===== config.mk =====
export PLATFORM = sky130hd
export DESIGN_NAME = flag_ofs_loader
export DESIGN_NICKNAME = d
export VERILOG_FILES = /design/src/rtl/ofs_pkg.sv /design/src/rtl/ofs_ser_seq.sv /design/src/rtl/ofs_par_seq.sv /design/src/rtl/ofs_reg.sv /design/src/rtl/flag_ofs_loader.sv
export SDC_FILE = /design/constraint.sdc
export NUM_CORES = 1
export LEC_CHECK = 0
export BUFFER_PORTS_ARGS = -buffer_cell sky130_fd_sc_hd__buf_4
export CORE_MARGIN = 3
export CORE_UTILIZATION = 54
export DETAILED_ROUTE_END_ITERATION = 16
export GPL_TIMING_DRIVEN = 0
export PLACE_DENSITY = 0.82
export SLEW_MARGIN = 20
export SYNTH_ARGS = -nofsm -noshare
export SYNTH_HDL_FRONTEND = slang
export SYNTH_SLANG_ARGS = --single-unit

===== constraint.sdc =====
create_clock -name clk -period 2.71 [get_ports clk]
set_clock_uncertainty 0.05 [all_clocks]
set_input_delay 0.271 -clock clk [delete_from_list [all_inputs] [get_ports clk]]
set_output_delay 0.271 -clock clk [all_outputs]
set_load 0.02 [all_outputs]

===== src/rtl/ofs_pkg.sv =====
package ofs_pkg;
  typedef enum logic {
    OFS_EMPTY = 1'b0,
    OFS_FULL  = 1'b1
  } ofs_tgt_e;

  localparam int unsigned NUM_OFS = 2;

  function automatic logic [31:0] dflt_value(input logic hi);
    return hi ? 32'h0000_03FF : 32'h0000_007F;
  endfunction
endpackage


===== src/rtl/ofs_ser_seq.sv =====
module ofs_ser_seq #(
  parameter int unsigned AW = 12,
  localparam int unsigned PW = $clog2(2 * AW),
  localparam int unsigned IW = $clog2(AW)
) (
  input  logic            clk,
  input  logic            restart,
  input  logic            go,
  output ofs_pkg::ofs_tgt_e tgt,
  output logic [IW-1:0]   idx,
  output logic [PW-1:0]   pos
);
  localparam logic [PW-1:0] LAST  = PW'(2 * AW - 1);
  localparam logic [PW-1:0] SPLIT = PW'(AW);

  logic [PW-1:0] pos_q;

  always_ff @(posedge clk) begin
    if (restart)
      pos_q <= '0;
    else if (go)
      pos_q <= (pos_q == LAST) ? '0 : pos_q + PW'(1);
  end

  always_comb begin
    pos = pos_q;
    if (pos_q >= SPLIT) begin
      tgt = ofs_pkg::OFS_FULL;
      idx = IW'(pos_q - SPLIT);
    end else begin
      tgt = ofs_pkg::OFS_EMPTY;
      idx = IW'(pos_q);
    end
  end

  AST_SER_STEP: assert property (@(posedge clk) disable iff (restart)
    (go && pos_q != LAST) |=> (pos_q == $past(pos_q) + PW'(1)));
  AST_SER_WRAP: assert property (@(posedge clk) disable iff (restart)
    (go && pos_q == LAST) |=> (pos_q == '0));
endmodule


===== src/rtl/ofs_par_seq.sv =====
module ofs_par_seq (
  input  logic              clk,
  input  logic              restart,
  input  logic              go,
  output ofs_pkg::ofs_tgt_e tgt
);
  ofs_pkg::ofs_tgt_e tgt_q;

  always_ff @(posedge clk) begin
    if (restart)
      tgt_q <= ofs_pkg::OFS_EMPTY;
    else if (go)
      tgt_q <= (tgt_q == ofs_pkg::OFS_EMPTY) ? ofs_pkg::OFS_FULL : ofs_pkg::OFS_EMPTY;
  end

  assign tgt = tgt_q;

  AST_PAR_TOGGLE: assert property (@(posedge clk) disable iff (restart)
    go |=> (tgt_q != $past(tgt_q)));
endmodule


===== src/rtl/ofs_reg.sv =====
module ofs_reg #(
  parameter int unsigned AW = 12,
  localparam int unsigned IW = $clog2(AW)
) (
  input  logic          clk,
  input  logic          mrst,
  input  logic          dflt_hi,
  input  logic          par_we,
  input  logic [AW-1:0] par_d,
  input  logic          ser_we,
  input  logic [IW-1:0] ser_idx,
  input  logic          ser_bit,
  output logic [AW-1:0] q
);
  logic [AW-1:0] q_r;
  logic [AW-1:0] q_n;

  always_comb begin
    q_n = q_r;
    if (mrst)
      q_n = AW'(ofs_pkg::dflt_value(dflt_hi));
    else if (par_we)
      q_n = par_d;
    else if (ser_we)
      q_n[ser_idx] = ser_bit;
  end

  always_ff @(posedge clk) q_r <= q_n;

  assign q = q_r;

  AST_IDLE_HOLD: assert property (@(posedge clk) disable iff (mrst)
    (!par_we && !ser_we) |=> $stable(q_r));
  AST_ONE_BIT: assert property (@(posedge clk) disable iff (mrst)
    (ser_we && !par_we) |=> ($countones(q_r ^ $past(q_r)) <= 1));
endmodule


===== src/rtl/flag_ofs_loader.sv =====
module flag_ofs_loader #(
  parameter int unsigned AW = 12,
  localparam int unsigned PW = $clog2(2 * AW),
  localparam int unsigned IW = $clog2(AW)
) (
  input  logic          clk,
  input  logic          mrst,
  input  logic          prst,
  input  logic          dflt_hi,
  input  logic          mode_si,
  input  logic          ser_en,
  input  logic          ld,
  input  logic          wr_en,
  input  logic [AW-1:0] din,
  output logic          fwft_mode,
  output logic [AW-1:0] ae_ofs,
  output logic [AW-1:0] af_ofs
);
  logic              restart;
  logic              par_go;
  logic              ser_go;
  ofs_pkg::ofs_tgt_e ser_tgt;
  ofs_pkg::ofs_tgt_e par_tgt;
  logic [IW-1:0]     ser_idx;
  logic [PW-1:0]     ser_pos;
  logic [AW-1:0]     ofs_q [ofs_pkg::NUM_OFS];
  logic              mode_q;

  assign restart = mrst || prst;
  assign par_go  = !restart && ld && wr_en;
  assign ser_go  = !restart && ser_en && !(ld && wr_en);

  always_ff @(posedge clk) begin
    if (mrst) mode_q <= mode_si;
  end
  assign fwft_mode = mode_q;

  ofs_ser_seq #(.AW(AW)) u_ser (
    .clk     (clk),
    .restart (restart),
    .go      (ser_go),
    .tgt     (ser_tgt),
    .idx     (ser_idx),
    .pos     (ser_pos)
  );

  ofs_par_seq u_par (
    .clk     (clk),
    .restart (restart),
    .go      (par_go),
    .tgt     (par_tgt)
  );

  for (genvar g = 0; g < ofs_pkg::NUM_OFS; g++) begin : g_ofs
    ofs_reg #(.AW(AW)) u_reg (
      .clk     (clk),
      .mrst    (mrst),
      .dflt_hi (dflt_hi),
      .par_we  (par_go && (int'(par_tgt) == g)),
      .par_d   (din),
      .ser_we  (ser_go && (int'(ser_tgt) == g)),
      .ser_idx (ser_idx),
      .ser_bit (mode_si),
      .q       (ofs_q[g])
    );
  end

  assign ae_ofs = ofs_q[0];
  assign af_ofs = ofs_q[1];

  AST_PAR_PRIO: assert property (@(posedge clk) disable iff (mrst || prst)
    (ld && wr_en && ser_en) |=> $stable(ser_pos));
  AST_PRST_KEEP: assert property (@(posedge clk) disable iff (mrst)
    prst |=> ($stable(ae_ofs) && $stable(af_ofs)));
  AST_MODE_HOLD: assert property (@(posedge clk) disable iff (mrst)
    1'b1 |=> $stable(fwft_mode));
endmodule


==> results.md <==
- Status: finished clean
- Cells after Synth: 217
- Register area share after synthesis: 41.8%
- Tot GR Track Use: 26.7%
- Fmax: 433 MHz
- Ys async rst share: 0%
- Register share of total power: 51.0%
- Met2 usage in global routing: 43.0%
- Final nets: 294
- Endpoints failing hold: 0
- Internal power: 0.795 mW
- Syn Nets: 243
- Synth unique cells: 52
- Logic pwr share: 16.5%
- DP Wirelength: 4240 microns
- Period utilization: 85.2%
- Unrepaired setup endpoints after global routing: no
- PostCTS Resize Cnt: 0
- Final std cells w/o fill: 315
- Crit path capture type: register
- Hold Crit Class: in -> reg
- Pin count of the biggest net entering global routing: 11
- Worst-path fanout max: 10
- CP arrival: 2.36 ns
- Worst-path clk slew: 0.07 ns
- Area grow syn2layout: 22.5%
- Leading cell types in the layout, fill and taps excluded: buf_4, edfxtp_1, o21ai_0
- Pre-CTS setup slack: 0.433 ns
- #FFs+latches synth: 31
- FF-to-FF Start: u_ser.pos[3]
- Final GP Congestion: 0.882
- Final WS setup: 0.402 ns
- Switching fraction of total power: 26.7%
- Root Buffer: clkbuf_8
- DR iter-0 viols: 313
- Vias/cell: 6.45
- Placed cells: 307
- # setup viols final: 0
- M1 GR Usage: 34.9%
- Max Cap Viol: 0
- Delay-heaviest family, CP: compound AO/OA/AOI/OAI gates
- # Post-CTS Setup Buffers: 0
- Core ar.: 0.00352 sq mm
- Number of fill cells: 282
- Die H: 68.1 microns
- Number of buffers inserted by port buffering: 44
- Pre-antenna DRT Iters: 5
- Area of the multi-input gates: 0.00110 sq mm
- Remaining DRCs: 0
- EDFF count, synth: 25
- Slew Viols, Final: 0
- Initial Utilization: 59.1%
- Leading area contributor after synthesis: edfxtp_1
- Initial antenna violation count: 0
- CTS tree: done
- Die W: 68.1 microns
- Hold_buf cts: 0
- GR peak layer: met2
- CP Buf/Inv Count: 2
- Cts bufs inserted: 5
- Crit path time final: 2.31 ns
- Yosys warns: 0
- Vias: 2,033
- WP data required: 2.76 ns
- DRT Wirelength: 5610 microns
- HP Start: prst
- Clk buf depth: 2
- Slew @ Worst Pin: 1.01 ns
- Commonest non-fill, non-tap cell in the layout: buf_4
- Crit Path Class: reg -> reg
- Clock share of power: 32.5%
- Routed length per instance: 17.8 microns
- Vias in the first global route: 1,836
- Power Density: 425 mW/mm^2
- FF+latch area: 871 sq um
- GRT overflow: 0
- First-pass GRT wire length: 8890 microns
- Clock Latency Late Sink: 0.29 ns
- I/O pins: 45
- Syn Area/Cell: 9.59 sq um
- Cells along the critical path: buf_2 > inv_1 > ha_1 > nand2b_1 > o2bb2ai_1 > nand3_1 > a221oi_1
- Slowest cell on the critical path: ha_1
- Met3 Usage GRT: 4.76%
- Routed Antenna Nets: 0
- Slew margin rel.: 32.7%
- Die area: 0.00464 sq mm
- Worst IR Drop VDD: 0.412 mV
- Switching power: 0.290 mW
- N_diodes: 0
- Synth top area share: 36.1%
- CP Launch Type: register
- Final TNS setup: 0 ns
- Total clock sinks: 31
- Num rows: 21
- Layout cells sized above 1: 26.4%
- Synthesized cell area: 0.00208 sq mm
- Static Leak: 0.954 nW
- Critical path origin: u_ser.pos[3]
- H-tree Lvls: 2
- Max incr delay on CP: 0.40 ns
- Ys flop type: edfxtp_1
- Top cells by area, synth: edfxtp_1, dfxtp_1, o21ai_0
-- kinds of logic after synthesis --
kind of cell | Yosys count | share of synthesized area, %
buf+inv | 23 | 5.23
compound gates | 71 | 24.6
fa+ha+maj | 6 | 3.61
xor+xnor | 4 | 1.68
simple gates | 74 | 18.8
mux | 8 | 4.33
flops | 31 | 41.8
-- worst register-to-register path, delay by kind of cell (launching register included) --
family	cells	cell delay [ns]
AO/OA/AOI/OAI	2	0.67
flip-flops	1	0.37
adder cells (fa/ha/maj)	1	0.40
buffers and inverters	2	0.33
AND/OR/NAND/NOR	2	0.29
-- flip-flops by register name (all words and copies together) (netlist names) --
name / flops
g_ofs.u_reg.q: 24
fwft_mode: 1
u_par.tgt: 1
u_ser.pos: 5
-- Yosys cell counts, types with 3 or more instances --
library cell   n
edfxtp_1      25
o21ai_0       20
nor2_1        19
nand2_1       13
nand3_1       12
a21oi_1       11
inv_1          8
nor3_1         8
buf_2          6
clkbuf_1       6
dfxtp_1        6
ha_1           6
o221ai_1       6
a211oi_1       5
nand3b_1       5
a221oi_1       4
mux2_2         4
a2bb2oi_1      3
mux2i_1        3
nand4_1        3
o311a_1        3
-- final timing paths --
| check | end | slack [ns] | depth (start not counted) |
|---|---|---|---|
| worst max-delay path | g_ofs[0].u_reg.q[7] | 0.40 | 7 |
| worst min-delay path | u_par.tgt | 0.15 | 2 |
| worst max register to register | g_ofs[0].u_reg.q[7] | 0.40 | 7 |
| worst min register to register | u_ser.pos[0] | 0.55 | 2 |
-- power groups by stage --
stage               clock, mW  sequential, mW  combinational [mW]
global placement            0           0.563               0.174
detailed placement          0           0.564               0.178
CTS                     0.359           0.553               0.178
floorplan                   0           0.587              0.0721
finish                  0.352           0.554               0.179
global route            0.374           0.556               0.194
-- metal layers --
layer	part of all wire [%]	routed length, microns
met2	48	2680
met1	40	2220
met4	2.2	121
met3	10	584
met5	0	0
-- final cells by class --
class / instances / area share, %
buffer: 15 / 3.09
clock buffer: 7 / 2.99
clock inverter: 1 / 0.196
inverter: 8 / 1.18
multi-input combinational: 163 / 43.2
sequential: 31 / 34.1
tap: 46 / 2.26
timing repair buffer: 44 / 12.9
-- metrics by stage --
stage / total power, mW / area [sq um] / hold WS (ns) / utilization (%)
3_3_place_gp: 0.737 / 2470 / 0.440 / 70.1
6_report: 1.09 / 2550 / 0.147 / 72.5
2_1_floorplan: 0.659 / 2080 / 0.298 / -
4_1_cts: 1.09 / 2550 / 0.137 / 72.5
3_5_place_dp: 0.741 / 2470 / 0.442 / 70.1
5_1_grt: 1.12 / 2550 / 0.145 / 72.5
(Power assumes the default switching activity.)
